File: src/rtl/xgt_pkg.sv
package xgt_pkg;

    // Control states of the gap timer
    typedef enum logic [0:0] {
        ST_IDLE  = 1'b0,
        ST_COUNT = 1'b1
    } xgt_state_e;

    // Divider value for a prescale code: 2*code+1
    function automatic int unsigned pre_divider(input int unsigned code);
        return 2 * code + 1;
    endfunction

endpackage

File: src/rtl/xgt_code_hold.sv
module xgt_code_hold #(
    parameter int PRE_W = 2,
    parameter int SCL_W = 4,
    localparam int SCL_SPAN = 2 ** SCL_W
) (
    input  logic                clk,
    input  logic                rst_n,
    input  logic                load_i,
    input  logic [PRE_W-1:0]    pre_code_i,
    input  logic [SCL_W-1:0]    scl_code_i,
    output logic [PRE_W:0]      pre_lim_o,
    output logic [SCL_SPAN-1:0] scl_lim_o
);

    logic [PRE_W-1:0] pre_q;
    logic [SCL_W-1:0] scl_q;

    // Codes are captured only when a gap is armed
    always_ff @(posedge clk or negedge rst_n) begin
        if (!rst_n) begin
            pre_q <= '0;
            scl_q <= '0;
        end else if (load_i) begin
            pre_q <= pre_code_i;
            scl_q <= scl_code_i;
        end
    end

    // Divider 2c+1 counts 0..2c, so its terminal value is 2c
    assign pre_lim_o = {pre_q, 1'b0};

    // Scaler 2^(c+1) counts 0..2^(c+1)-1: bits 0..c set (thermometer)
    for (genvar i = 0; i < SCL_SPAN; i++) begin : g_therm
        localparam logic [SCL_W:0] BIT_IDX = (SCL_W + 1)'(i);
        assign scl_lim_o[i] = ({1'b0, scl_q} >= BIT_IDX);
    end

endmodule

File: src/rtl/xgt_prescale.sv
module xgt_prescale #(
    parameter int CNT_W = 3
) (
    input  logic             clk,
    input  logic             rst_n,
    input  logic             clr_i,
    input  logic             en_i,
    input  logic [CNT_W-1:0] lim_i,
    output logic             tick_o
);

    logic [CNT_W-1:0] cnt_q;
    logic             at_lim;

    assign at_lim = (cnt_q == lim_i);
    assign tick_o = en_i && at_lim;

    always_ff @(posedge clk or negedge rst_n) begin
        if (!rst_n) begin
            cnt_q <= '0;
        end else if (clr_i) begin
            cnt_q <= '0;
        end else if (en_i) begin
            if (at_lim) begin
                cnt_q <= '0;
            end else begin
                cnt_q <= cnt_q + 1'b1;
            end
        end
    end

endmodule

File: src/rtl/xgt_scale.sv
module xgt_scale #(
    parameter int CNT_W = 16
) (
    input  logic             clk,
    input  logic             rst_n,
    input  logic             clr_i,
    input  logic             tick_i,
    input  logic [CNT_W-1:0] lim_i,
    output logic             last_o
);

    logic [CNT_W-1:0] cnt_q;

    // Last tick of the gap: the tick that would take the count past its limit
    assign last_o = tick_i && (cnt_q == lim_i);

    always_ff @(posedge clk or negedge rst_n) begin
        if (!rst_n) begin
            cnt_q <= '0;
        end else if (clr_i) begin
            cnt_q <= '0;
        end else if (tick_i) begin
            cnt_q <= cnt_q + 1'b1;
        end
    end

endmodule

File: src/rtl/xgt_fsm.sv
module xgt_fsm
    import xgt_pkg::*;
(
    input  logic clk,
    input  logic rst_n,
    input  logic start_i,
    input  logic abort_i,
    input  logic last_i,
    output logic load_o,
    output logic clr_o,
    output logic run_o,
    output logic busy_o,
    output logic done_o
);

    xgt_state_e state_q;
    xgt_state_e state_nxt;
    logic       arm;
    logic       cancel;
    logic       expire;

    // Transition conditions: ARM, CANCEL (abort wins), EXPIRE
    assign arm    = (state_q == ST_IDLE) && start_i && !abort_i;
    assign cancel = (state_q == ST_COUNT) && abort_i;
    assign expire = (state_q == ST_COUNT) && !abort_i && last_i;

    always_comb begin
        state_nxt = state_q;
        unique case (state_q)
            ST_IDLE: begin
                if (arm) begin
                    state_nxt = ST_COUNT;
                end
            end
            ST_COUNT: begin
                if (cancel || expire) begin
                    state_nxt = ST_IDLE;
                end
            end
        endcase
    end

    // State register
    always_ff @(posedge clk or negedge rst_n) begin
        if (!rst_n) begin
            state_q <= ST_IDLE;
        end else begin
            state_q <= state_nxt;
        end
    end

    // Registered outputs
    always_ff @(posedge clk or negedge rst_n) begin
        if (!rst_n) begin
            busy_o <= 1'b0;
            done_o <= 1'b0;
        end else begin
            busy_o <= (state_nxt == ST_COUNT);
            done_o <= expire;
        end
    end

    // Datapath controls
    assign load_o = arm;
    assign clr_o  = arm || cancel;
    assign run_o  = (state_q == ST_COUNT) && !abort_i;

endmodule

File: src/rtl/xfer_gap_timer.sv
module xfer_gap_timer #(
    parameter int PRE_W = 2,
    parameter int SCL_W = 4
) (
    input  logic             clk,
    input  logic             rst_n,
    input  logic             start_i,
    input  logic             abort_i,
    input  logic [PRE_W-1:0] pre_code_i,
    input  logic [SCL_W-1:0] scl_code_i,
    output logic             busy_o,
    output logic             done_o
);

    localparam int PRE_CNT_W = PRE_W + 1;
    localparam int SCL_CNT_W = 2 ** SCL_W;

    logic                 load;
    logic                 clr;
    logic                 run;
    logic                 tick;
    logic                 last;
    logic [PRE_CNT_W-1:0] pre_lim;
    logic [SCL_CNT_W-1:0] scl_lim;

    xgt_code_hold #(
        .PRE_W(PRE_W),
        .SCL_W(SCL_W)
    ) u_code_hold (
        .clk       (clk),
        .rst_n     (rst_n),
        .load_i    (load),
        .pre_code_i(pre_code_i),
        .scl_code_i(scl_code_i),
        .pre_lim_o (pre_lim),
        .scl_lim_o (scl_lim)
    );

    xgt_prescale #(
        .CNT_W(PRE_CNT_W)
    ) u_prescale (
        .clk   (clk),
        .rst_n (rst_n),
        .clr_i (clr),
        .en_i  (run),
        .lim_i (pre_lim),
        .tick_o(tick)
    );

    xgt_scale #(
        .CNT_W(SCL_CNT_W)
    ) u_scale (
        .clk   (clk),
        .rst_n (rst_n),
        .clr_i (clr),
        .tick_i(tick),
        .lim_i (scl_lim),
        .last_o(last)
    );

    xgt_fsm u_fsm (
        .clk    (clk),
        .rst_n  (rst_n),
        .start_i(start_i),
        .abort_i(abort_i),
        .last_i (last),
        .load_o (load),
        .clr_o  (clr),
        .run_o  (run),
        .busy_o (busy_o),
        .done_o (done_o)
    );

endmodule

File: config.mk
export PLATFORM = sky130hd
export DESIGN_NAME = xfer_gap_timer
export DESIGN_NICKNAME = d
export VERILOG_FILES = /design/src/rtl/xgt_pkg.sv /design/src/rtl/xgt_code_hold.sv /design/src/rtl/xgt_prescale.sv /design/src/rtl/xgt_scale.sv /design/src/rtl/xgt_fsm.sv /design/src/rtl/xfer_gap_timer.sv
export SDC_FILE = /design/constraint.sdc
export NUM_CORES = 1
export LEC_CHECK = 0
export ABC_AREA = 1
export BUFFER_PORTS_ARGS = -buffer_cell sky130_fd_sc_hd__buf_2
export CAP_MARGIN = 20
export CORE_UTILIZATION = 50
export CTS_BUF_LIST = sky130_fd_sc_hd__clkbuf_4 sky130_fd_sc_hd__clkbuf_8 sky130_fd_sc_hd__clkbuf_16
export CTS_CLUSTER_DIAMETER = 80
export DETAILED_ROUTE_END_ITERATION = 16
export HOLD_SLACK_MARGIN = 0.02
export MAX_ROUTING_LAYER = met4
export PLACE_DENSITY = 0.67
export SLEW_MARGIN = 20
export SYNTH_ARGS = -nofsm -noshare
export SYNTH_HDL_FRONTEND = slang
export SYNTH_SLANG_ARGS = --single-unit
File: constraint.sdc
create_clock -name clk -period 3 [get_ports clk]
set_input_delay 0.45 -clock clk [delete_from_list [all_inputs] [get_ports clk]]
set_output_delay 0.45 -clock clk [all_outputs]
set_load 0.03 [all_outputs]
# Word-level counts from Yosys, hierarchy flattened
# Index checks and enable logic that the tools add are counted.
[op_classes] add_sub_neg=2 order_cmp=15 n_eq_ne=2 n_mux=8 bitwise=1 n_reduce_logical=12
[ops] cell="4-bit >= comparator, second input constant" n=8
[ops] cell="16-bit 2-to-1 mux" n=2
[ops] cell="16-bit by 1-bit adder with 16-bit output, second input constant" n=1
[ops] cell="16-bit equality test" n=1
[ops] cell="4-bit by 3-bit >= comparator with 1-bit output, second input constant" n=4
[ops] cell="3-bit 2-to-1 mux" n=3
[ops] cell="4-bit by 2-bit >= comparator with 1-bit output, second input constant" n=2
[ops] cell="1-bit logical AND" n=7
[ops] cell="4-bit by 1-bit >= comparator with 1-bit output, second input constant" n=1
[ops] cell="2-bit nonzero test" n=2
[ops] cell="3-bit by 1-bit adder with 3-bit output, second input constant" n=1
[ops] cell="3-bit equality test" n=1
[ops] cell="1-bit logical OR" n=2
[ops] cell="1-bit 2-to-1 mux" n=2
[ops] cell="1-bit case mux with 2 select lines" n=1
[ops] cell="1-bit zero test" n=1
[ops] cell="1-bit NOT" n=1
[totals] register_bits=27 in_bits=10 output_inout_bits=2 word_cells=46

# Logic depth before layout (Yosys ltp)
# Gate-level depths: netlist of the first run.
[depth] depth_word=8 mapped_depth=12 ltp_nobuf=11

# Hierarchy
# From an unflattened synthesis of the first run, not the netlist that was laid out.
[unflattened] cells_unflattened=270 area_unflattened_um2=1849.3
[by_module_without_submodules] mod="xgt_scale" n_inst=1 cells_per_inst=178 area_each_um2=1148.6 seq_area_each_um2=400.4
[by_module_without_submodules] mod="xgt_code_hold" n_inst=1 cells_per_inst=50 area_each_um2=391.6 seq_area_each_um2=150.1
[by_module_without_submodules] mod="xgt_prescale" n_inst=1 cells_per_inst=29 area_each_um2=203.9 seq_area_each_um2=75.1
[by_module_without_submodules] mod="xgt_fsm" n_inst=1 cells_per_inst=13 area_each_um2=105.1 seq_area_each_um2=50.0

# Worst setup path before layout of the first run
# No wires, ideal clock.
[synth_timing] kind="reg-to-reg" startpoint="register u_fsm.state_q" endpoint="register u_scale.cnt_q[4]" setup_time_ps=123 t_arrival_ps=1371 t_required_ps=2877 setup_slack_ps=1506 stages_incl_launch_ff=9 n_path_buf=1 synth_period_minus_slack_ps=1494 cell_sequence="dfrtp_1 inv_2 nor2_8 inv_2 nor2_4 buf_6 nand3_1 o21ai_1 a21oi_1"
[synth_between] elab_chain_len=5 elab_cells_between_ends=9 classes_between="mux (1); bitwise (1); reduce/logical (7)"
[synth_lines] element="start: declaration" line="xgt_fsm.sv:16" text="xgt_state_e state_q;"
[synth_lines] element="start signal: assignment" line="xgt_fsm.sv:48" text="state_q <= state_nxt;"
[synth_lines] element="1-bit NOT"
[synth_lines] element="1-bit logical AND (2 in a row)" line="xgt_fsm.sv:23" text="assign arm = (state_q == ST_IDLE) && start_i && !abort_i;"
[synth_lines] element="1-bit logical OR" line="xgt_fsm.sv:65" text="assign clr_o = arm || cancel;"
[synth_lines] element="16-bit 2-to-1 mux or 2-bit nonzero test (tied branches)"
[synth_lines] element="end signal: assignment" line="xgt_scale.sv:23" text="cnt_q <= cnt_q + 1'b1;"
[synth_lines] element="end: declaration" line="xgt_scale.sv:12" text="logic [CNT_W-1:0] cnt_q;"
# Several ways; a longest one is shown, not always the timed one.
# A chain may end at the register's enable or synchronous reset.

# Worst setup path in the final report of the first run
[layout_timing] startpoint="register u_prescale.cnt_q[1]" endpoint="register u_scale.cnt_q[10]"
[layout_between] elab_chain_len=3
[layout_lines] element="start: declaration" line="xgt_prescale.sv:12" text="logic [CNT_W-1:0] cnt_q;"
[layout_lines] element="start signal: assignment" line="xgt_prescale.sv:27" text="cnt_q <= cnt_q + 1'b1;"
[layout_lines] element="3-bit equality test" line="xgt_prescale.sv:15" text="assign at_lim = (cnt_q == lim_i);"
[layout_lines] element="1-bit logical AND" line="xgt_prescale.sv:16" text="assign tick_o = en_i && at_lim;"
[layout_lines] element="2-bit nonzero test (no line)"
# Every way passes these cells.

==> results of run 1 <==
cells in the final DEF, fill, tap and decap left out, types with 4 or more instances in the layout:
master    n
nand2_1  65
nor2_1   32
inv_1    30
nand3_1  28
dfrtp_1  27
a21oi_1  16
nand4_1  11
buf_2    11
o21ai_1   9
inv_2     7
nor3_1    5
xor2_1    4
state kept, by name, indices dropped and copies added, names as in the netlist:
signal	count
u_code_hold.pre_q	2
u_scale.cnt_q	16
u_fsm.state_q	1
u_code_hold.scl_q	4
u_fsm.done_o	1
u_prescale.cnt_q	3
cell type report:
class / instances / area (µm²) / share of cell area (%)
sequential: 27 / 675.6 / 33.09
clock inverter: 1 / 7.507 / 0.3676
multi-input combinational: 204 / 1064 / 52.08
inverter: 37 / 138.9 / 6.801
clock buffer: 3 / 41.29 / 2.022
timing repair buffer: 11 / 55.05 / 2.696
tap: 48 / 60.06 / 2.941
worst register-to-register path, delay by kind of cell, from the launching register on:
kind	cells	cell delay, ns
AND/OR/NAND/NOR	5	0.79
AO/OA/AOI/OAI	2	0.30
flip-flops	1	0.41
buffers and inverters	1	0.08
synthesized netlist by cell type:
cell type / n
nand3_1: 28
buf_6: 3
nand2_1: 65
nor2_8: 1
o21ai_2: 3
nand2_4: 3
o21ai_0: 3
o21a_1: 1
and3_1: 2
a21oi_1: 16
nand3b_1: 3
nor3_2: 1
nand3_2: 2
nor3_1: 5
inv_2: 7
xnor2_1: 2
o21ai_1: 9
inv_1: 30
o31ai_1: 1
buf_4: 1
dfrtp_1: 27
mux2_2: 1
xor2_1: 4
nor2_4: 3
or2_1: 1
nand2_2: 1
buf_2: 1
ha_1: 2
nand4_1: 11
nor2_2: 2
a21oi_2: 2
nor2_1: 32
power by group through the flow:
stage               clock [mW]  sequential, mW  combinational, mW
finish                   0.214           0.432              0.220
global route             0.234           0.436              0.252
floorplan                    0           0.414              0.199
detailed placement           0           0.439              0.220
global placement             0           0.438              0.219
CTS                      0.219           0.432              0.220
metal layers:
layer,global-route usage (%),vias up
met4,8.239,0
met5,-,-
met3,2.857,8
li1,-,915
met1,34.58,828
met2,38.56,63
cell families (layout without fill, tap and decap cells):
| logic type | count (synthesis) | count (layout) | synth area share (%) |
|---|---|---|---|
| flops | 27 | 27 | 35.11 |
| fa+ha+maj | 2 | 2 | 1.300 |
| simple gates | 160 | 160 | 40.31 |
| buf+inv | 42 | 52 | 9.623 |
| xor+xnor | 6 | 6 | 2.731 |
| mux | 1 | 1 | 0.5851 |
| compound gates | 35 | 35 | 10.34 |
worst min path at each step:
stage	from	endpoint	slack, ns
2_1_floorplan	rst_n	u_code_hold.pre_q[0]$_DFFE_PN0P_	0.15
3_3_place_gp	rst_n	u_code_hold.scl_q[2]$_DFFE_PN0P_	0.51
3_5_place_dp	rst_n	u_code_hold.scl_q[2]$_DFFE_PN0P_	0.50
4_1_cts	rst_n	u_code_hold.scl_q[2]$_DFFE_PN0P_	0.19
5_1_grt	rst_n	u_code_hold.scl_q[2]$_DFFE_PN0P_	0.22
6_report	rst_n	u_code_hold.scl_q[2]$_DFFE_PN0P_	0.16
per-stage QoR:
stage / area [µm²] / hold WS (ns) / utilization (%) / total power, mW
floorplan: 1924 / 0.1544 / - / 0.6137
global placement: 1993 / 0.5082 / 54.04 / 0.6571
detailed placement: 1993 / 0.4961 / 54.04 / 0.6589
CTS: 2042 / 0.1880 / 55.36 / 0.8716
global route: 2042 / 0.2227 / 55.36 / 0.9221
finish: 2042 / 0.1649 / 55.36 / 0.8663
==> flow_summary.toml, run 1 <==
[status]
status = "finished clean"

[power_and_ir_drop]
p_leak_nw = 0.9523
sequentialPowerShare_pct = 49.9
sw_frac_of_total_pct = 36.21
p_switching_mw = 0.3137
vdd_drop_max_mv = 0.1825
power_density_mw_per_mm2 = 424.3
p_int_mw = 0.5526
clkPwrFrac_pct = 24.8
p_comb_share_pct = 25.3

[detailed_routing]
drc = 0
wl_met3_um = 239
dr.pass1.iters = 5
routedWlPerCell_um = 13.73
met1_length_um = 2205
dr_wl_met2_um = 2002
drtIter0Drc = 166
finalWirelength_um = 4544
top_layer_used = "met4"
dr_total_vias = 1814
antenna_left = 0
viasPerCell = 5.480

[logic_synthesis]
syn_area_per_cell_um2 = 7.049
synth_seq_cells = 27
synth_cells = 273
synth_top_area_cell = "dfrtp_1"
synth_warnings = 0
synth_top_area_share_pct = 35.11
syn_area_mm2 = 0.001924
synth_cell_types = 32
synth_area_leaders = "dfrtp_1 35%, nand2_1 13%, nand3_1 7.3%, nor2_1 6.2%, inv_1 5.9%"
synthesis.nets = 285
ys_seq_area_share_pct = 35.11

[global_routing]
grt-ovfl-total = 0
grt_pass1_wl_um = 7631
grt_pass1_vias = 1614
track_usage_pct = 25.15
antenna_found_initial = 0
grt_max_degree = 28

[worst_setup_path]
crit_top_cell = "nand2_1"
critPathKind = "reg2reg"
critPathSlowestCell = "dfrtp_1"
startpoint = "u_prescale.cnt_q[1]$_DFFE_PN0P_"
path_buf_inv = 1
crit_fanout = 15
worstPathRequired_ns = 3.17
cp-end-kind = "flop"
reg2regPathDepth = 8
crit_family = "simple AND/OR/NAND/NOR gates"
cp_cell_sequence = "inv_1, nand2_1, nand2_1, nand3_2, nor2_4, nand2_1, o21ai_1, a21oi_1"
r2r-end = "u_scale.cnt_q[10]$_DFFE_PN0P_"
crit_end = "u_scale.cnt_q[10]$_DFFE_PN0P_"
worstSetupStartpointType = "flop"
timing.rr.start = "u_prescale.cnt_q[1]$_DFFE_PN0P_"
max_stage_delay_ns = 0.41
reg2reg_setup_slack_ns = 1.32
crit_cells = 8
worst_ep_arrival_time_ns = 1.85

[cts]
postCtsSetupRepairBufs = 0
cts-root-buf = "clkbuf_8"
cts_resized = 0
clock_latency_ns = 0.28
h-tree-depth = 1
cts-buffers-inserted = 3
tritoncts = "built"
cts_sinks = 27
cts_buffer_depth = 2
path_clk_slew_ns = 0.10
cts_hold_buf = 0

[sta]
timing.final.hold_violations = 0
period_share_pct = 56.10
max_slew_margin_pct = 59.73
setup_slack_ns = 1.317
max_freq_ghz = 0.5942
rsz0062_at_grt = "no"
min_period_ns = 1.683
worst_pin_slew_ns = 0.6041
setup_viol = 0
tns_ns = 0
slew_viol_final = 0
fin_skew_ns = 0.005624

[placed_design]
dp.cells = 327
dp_hpwl_um = 3480
gp_congestion = 0.9475
pre_cts_slack_ns = 1.247
port_buffers = 11

[floorplanning]
die-area_mm2 = 0.004100
num_rows = 22
die_y_um = 64.04
core_mm2 = 0.003689
ioPinCount = 12
die_w_um = 64.04
start_util_pct = 52.17

[hold_path]
hold_class = "in2async"

[finish]
area_delta_synth_final_pct = 6.112
insertedDiodeCount = 0
fill_cells = 365
final_cells = 331
nNetsFinal = 296
drive_above_1_share_pct = 14.49

[flow_run]
drv_cap = 0
(Power assumes the default switching activity.)
==> run 2, diff against run 1 <==
==> constraint.sdc (replaced) <==
create_clock -name clk -period 1.65 [get_ports clk]
set_input_delay 0.2475 -clock clk [delete_from_list [all_inputs] [get_ports clk]]
set_output_delay 0.2475 -clock clk [all_outputs]
set_load 0.03 [all_outputs]
==> run 2 against run 1 <==
Clock skew increased by 0.0019 ns. Sequential share of layout area decreased by 0.94 points. Routed wire length increased by 3.8%. Critical path type unchanged. Worst setup slack got worse by 1.2 ns. Largest power group unchanged.
==> flow_summary.toml, run 2 (synthesis results as in run 1) <==
[finish]
regMostFlops = "u_scale.cnt_q"
insertedDiodeCount = 0
largest_reg_flops = 16
nNetsFinal = 304
design_area_mm2 = 0.002117
layout_commonest_cell = "nand2_1"
drive_above_1_share_pct = 18.56
fill_cells = 367
reg.largest.list = "u_scale.cnt_q x16, u_code_hold.scl_q x4, u_prescale.cnt_q x3"
final_cells = 339
area_delta_synth_final_pct = 10.01
mostFrequentLayoutCells = "65 x nand2_1, 32 x nor2_1, 30 x inv_1, 28 x nand3_1, 23 x dfrtp_1"

[sta]
setup_viol = 0
timing.final.hold_violations = 0
fin_skew_ns = 0.007508
worst_pin_slew_ns = 0.5942
period_share_pct = 93.33
max_slew_margin_pct = 60.39
slew_viol_final = 0
min_period_ns = 1.540
rsz0062_at_grt = "yes"
max_freq_ghz = 0.6494

[detailed_routing]
drc = 0
antenna_left = 0
dr_total_vias = 1825
viasPerCell = 5.383
routedWlPerCell_um = 13.91
drtIter0Drc = 185
finalWirelength_um = 4717
dr.pass1.iters = 5

[placed_design]
placed_area_mm2 = 0.002023
port_buffers = 11
dp_hpwl_um = 3640
dp.cells = 331
gp_congestion = 0.9380

[cts]
tritoncts = "built"
clock_latency_ns = 0.28
h-tree-depth = 1
path_clk_slew_ns = 0.10
cts_buffer_depth = 2
cts_sinks = 27
cts-buffers-inserted = 3
cts-root-buf = "clkbuf_8"

[power_and_ir_drop]
vdd_drop_max_mv = 0.3887
p_leak_nw = 0.9913
power_density_mw_per_mm2 = 759.0

[worst_setup_path]
cp_cell_sequence = "inv_1, or2_1, nand3_2, nor2_4, buf_4, nand2_4, o21ai_0, a21oi_1"
critPathKind = "reg2reg"
cp-end-kind = "flop"
max_stage_delay_ns = 0.37
worstSetupStartpointType = "flop"
critPathSlowestCell = "dfrtp_1"
crit_family = "simple AND/OR/NAND/NOR gates"
path_buf_inv = 2
worst_ep_arrival_time_ns = 1.71
crit_fanout = 8
r2r-end = "u_scale.cnt_q[5]$_DFFE_PN0P_"
reg2reg_setup_slack_ns = 0.11
timing.rr.start = "u_code_hold.pre_q[1]$_DFFE_PN0P_"
worstPathRequired_ns = 1.82
reg2regPathDepth = 8

[global_routing]
antenna_found_initial = 0
grt_pass1_vias = 1670
grt-ovfl-total = 0
track_usage_pct = 25.64
grt_max_degree = 28
grt_pass1_wl_um = 7838

[floorplanning]
die-area_mm2 = 0.004100
start_util_pct = 52.17
die_y_um = 64.04
die_w_um = 64.04
core_mm2 = 0.003689
num_rows = 22
ioPinCount = 12

[hold_path]
hold_path_depth = 2
hold_end = "u_code_hold.scl_q[0]$_DFFE_PN0P_"
min_from = "scl_code_i[0]"
hold_class = "in2reg"

[status]
status = "finished clean"

[flow_run]
drv_cap = 0
## run 2: power by group
| group | internal, mW | switching, mW | leakage (nW) | total [mW] |
|---|---|---|---|---|
| Clock | 0.172 | 0.222 | 0.0217 | 0.393 |
| Sequential | 0.706 | 0.0827 | 0.353 | 0.789 |
| Combinational | 0.145 | 0.279 | 0.617 | 0.424 |
## run 2: final cells by class
class	instances	area (µm²)	share of cell area, %
Clock buffer	3	41.29	1.950
Clock inverter	1	7.507	0.3546
Inverter	37	138.9	6.560
Multi-Input combinational cell	204	1071	50.59
Sequential cell	27	680.7	32.15
Tap cell	48	60.06	2.837
Timing Repair Buffer	19	117.6	5.556
## run 2: metrics by stage
stage / hold WS (ns) / total power, mW / setup slack, ns / TNS [ns] / util [%]
2_1_floorplan: -0.04809 / 1.116 / 0.1559 / 0 / -
3_3_place_gp: 0.2971 / 1.216 / 0.03653 / 0 / 54.85
3_5_place_dp: 0.3024 / 1.212 / 0.05590 / 0 / 54.85
4_1_cts: 0.2084 / 1.606 / 0.04465 / 0 / 56.45
5_1_grt: 0.1995 / 1.698 / -0.01722 / -0.02216 / 57.39
6_report: 0.2089 / 1.607 / 0.1101 / 0 / 57.39
## run 2: worst max-delay path by stage
stage,start,slack [ns],to,cells after the start
6_report,u_code_hold.pre_q[1]$_DFFE_PN0P_,0.11,u_scale.cnt_q[5]$_DFFE_PN0P_,8
5_1_grt,u_code_hold.pre_q[1]$_DFFE_PN0P_,-0.02,u_scale.cnt_q[5]$_DFFE_PN0P_,8
4_1_cts,u_code_hold.scl_q[3]$_DFFE_PN0P_,0.04,u_fsm.state_q$_DFF_PN0_,10
3_5_place_dp,u_code_hold.scl_q[3]$_DFFE_PN0P_,0.06,u_fsm.state_q$_DFF_PN0_,10
3_3_place_gp,u_code_hold.scl_q[2]$_DFFE_PN0P_,0.04,u_fsm.state_q$_DFF_PN0_,11
2_1_floorplan,u_fsm.state_q$_DFF_PN0_,0.16,u_scale.cnt_q[4]$_DFFE_PN0P_,8
## run 2: per-layer routing
metal	global-route usage, %	share of wire [%]
met3	3.571	5.7
met2	37.50	43
met5	-	0
met4	8.807	1.9
met1	36.24	49
## run 2: timing repair
action / in CTS / in global routing
setup endpoints to repair: 0 / 8
hold endpoints to repair: 27 / 0
buffers inserted: 0 / 3
gates resized for setup: 0 / 6
hold buffers: 1 / 0
## run 2: worst register-to-register path: cells and delay by family, from the launching register on
family	cells	cell delay, ns
buffers and inverters	2	0.32
flip-flops	1	0.37
AND/OR/NAND/NOR	4	0.54
AO/OA/AOI/OAI	2	0.21
==> run 3, diff against run 2 <==
--- a/config.mk
+++ b/config.mk
@@ -8,13 +8,15 @@
 export ABC_AREA = 1
 export BUFFER_PORTS_ARGS = -buffer_cell sky130_fd_sc_hd__buf_2
 export CAP_MARGIN = 20
-export CORE_UTILIZATION = 50
+export CELL_PAD_IN_SITES_DETAIL_PLACEMENT = 1
+export CELL_PAD_IN_SITES_GLOBAL_PLACEMENT = 2
+export CORE_UTILIZATION = 34
 export CTS_BUF_LIST = sky130_fd_sc_hd__clkbuf_4 sky130_fd_sc_hd__clkbuf_8 sky130_fd_sc_hd__clkbuf_16
 export CTS_CLUSTER_DIAMETER = 80
 export DETAILED_ROUTE_END_ITERATION = 16
 export HOLD_SLACK_MARGIN = 0.02
 export MAX_ROUTING_LAYER = met4
-export PLACE_DENSITY = 0.67
+export PLACE_DENSITY = 0.77
 export SLEW_MARGIN = 20
 export SYNTH_ARGS = -nofsm -noshare
 export SYNTH_HDL_FRONTEND = slang
==> run 3 against run 2 <==
First-iteration DRC count decreased by 56%. Cell count increased by 9.4%. Combinational power increased by 24%. Largest power group unchanged. Die area increased by 45%. Global-route usage decreased by 4.6 points. Sequential power decreased by 2%. Flip-flop and latch count unchanged. Final area increased by 5.5%. Maximum frequency increased by 1.1%. Critical endpoint is now u_fsm.state_q$_DFF_PN0_. Total power increased by 7.0%. Worst setup slack improved by 0.017 ns.
==> flow_summary.toml, run 3 (synthesis results as in run 1) <==
[worst_setup_path]
crit_fanout = 7
critPathKind = "reg2reg"
cp-end-kind = "flop"
worst_ep_arrival_time_ns = 1.71
worstSetupStartpointType = "flop"
startpoint = "u_code_hold.scl_q[3]$_DFFE_PN0P_"
worstPathRequired_ns = 1.83
timing.rr.start = "u_code_hold.scl_q[3]$_DFFE_PN0P_"

[floorplanning]
ioPinCount = 12
die-area_mm2 = 0.005964
core_mm2 = 0.005473
die_y_um = 77.23
num_rows = 27
die_w_um = 77.23
start_util_pct = 35.16

[placed_design]
pre_cts_slack_ns = 0.02941
port_buffers = 11
gp_congestion = 0.8010
dp.cells = 360
dp_hpwl_um = 4350

[finish]
multi_input_area_mm2 = 0.001075
reg.largest.list = "u_scale.cnt_q x16, u_code_hold.scl_q x4, u_prescale.cnt_q x3"
nNetsFinal = 312
ff_latch_area_um2 = 678.2
area_delta_synth_final_pct = 16.06
largest_reg_flops = 16
drive_above_1_share_pct = 20.40
mostFrequentLayoutCells = "64 x nand2_1, 32 x nor2_1, 30 x inv_1, 27 x nand3_1, 25 x dfrtp_1"
fin_util_pct = 40.81
insertedDiodeCount = 0
layout_commonest_cell = "nand2_1"
final_cells = 371
fill_cells = 719
regMostFlops = "u_scale.cnt_q"

[detailed_routing]
dr.pass1.iters = 4
drtIter0Drc = 82
antenna_left = 0
routedWlPerCell_um = 15.42
finalWirelength_um = 5719
drc = 0
dr_total_vias = 1881
viasPerCell = 5.070

[sta]
min_period_ns = 1.523
period_share_pct = 92.29
timing.final.hold_violations = 0
max_slew_margin_pct = 55.37
max_freq_ghz = 0.6567
setup_viol = 0
worst_pin_slew_ns = 0.6694
setup_slack_ns = 0.1271
fin_skew_ns = 0.004789
slew_viol_final = 0

[cts]
cts-buffers-inserted = 3
cts_sinks = 27
h-tree-depth = 1
clock_latency_ns = 0.28
tritoncts = "built"
path_clk_slew_ns = 0.10
cts-root-buf = "clkbuf_8"
cts_buffer_depth = 2

[flow_run]
drv_cap = 0

[global_routing]
grt_pass1_vias = 1890
grt_pass1_wl_um = 9515
grt_max_degree = 28
track_usage_pct = 21.06
grt-ovfl-total = 0
antenna_found_initial = 0

[hold_path]
hold_class = "in2reg"
min_from = "scl_code_i[0]"

[status]
status = "finished clean"

[power_and_ir_drop]
power_density_mw_per_mm2 = 769.7
p_leak_nw = 1.045
vdd_drop_max_mv = 0.2734
p_total_mw = 1.719
-- run 3: final cells by class --
type | instances | share of cell area (%)
Clock buffer | 4 | 2.185
Inverter | 37 | 6.218
Multi-Input combinational cell | 204 | 48.12
Sequential cell | 27 | 30.36
Tap cell | 72 | 4.034
Timing Repair Buffer | 27 | 9.076
-- run 3: path summary, 6_finish.rpt --
check | end | slack [ns] | cells after the start
worst max-delay path | u_fsm.state_q$_DFF_PN0_ | 0.13 | 11
worst min-delay path | u_code_hold.scl_q[0]$_DFFE_PN0P_ | 0.19 | 2
worst max register to register | u_fsm.state_q$_DFF_PN0_ | 0.13 | 11
worst min register to register | u_scale.cnt_q[0]$_DFFE_PN0P_ | 0.54 | 1
max in group asynchronous | u_code_hold.scl_q[3]$_DFFE_PN0P_ | 0.66 | 2
min in group asynchronous | u_code_hold.scl_q[1]$_DFFE_PN0P_ | 0.53 | 2
-- run 3: layer usage --
| metal | share of wire [%] | vias to the layer above | wire, µm | track usage [%] |
|---|---|---|---|---|
| li1 | - | 940 | - | - |
| met1 | 50 | 907 | 2859 | 29.46 |
| met2 | 46 | 28 | 2623 | 32.04 |
| met3 | 2.7 | 6 | 152 | 2.143 |
| met4 | 1.4 | 0 | 82 | 6.038 |
| met5 | 0 | - | 0 | - |
-- run 3: report_power, final --
part | total [mW] | switching (mW) | internal, mW
combinational | 0.527 | 0.330 | 0.197
sequential | 0.771 | 0.0656 | 0.705
clock | 0.421 | 0.231 | 0.190
total | 1.72 | 0.626 | 1.09
-- run 3: critical path, cell delays in order (launching register included) --
cell and delay (ns):
dfrtp_2 0.49, buf_4 0.17, inv_2 0.10, nand2_1 0.06
nand3_1 0.10, nand2_1 0.07, nor2_1 0.13, nand2_1 0.07
nor2_1 0.09, nand2_1 0.05, nand2_1 0.05, nand2_1 0.04
-- run 3: timing repair --
item / CTS / global route
gates resized for setup: 0 / 5
setup endpoints to repair: 0 / 5
hold buffers: 1 / 0
setup buffers: 0 / 6
endpoints found under the hold margin: 27 / 0
-- run 3: stage by stage --
stage          instance area (µm²)  hold WS (ns)  setup TNS [ns]
3_3_place_gp                  2116        0.3270               0
2_1_floorplan                 1924      -0.04809               0
5_1_grt                       2233        0.1863        -0.03323
4_1_cts                       2175        0.1821               0
3_5_place_dp                  2116        0.3247               0
6_report                      2233        0.1948               0
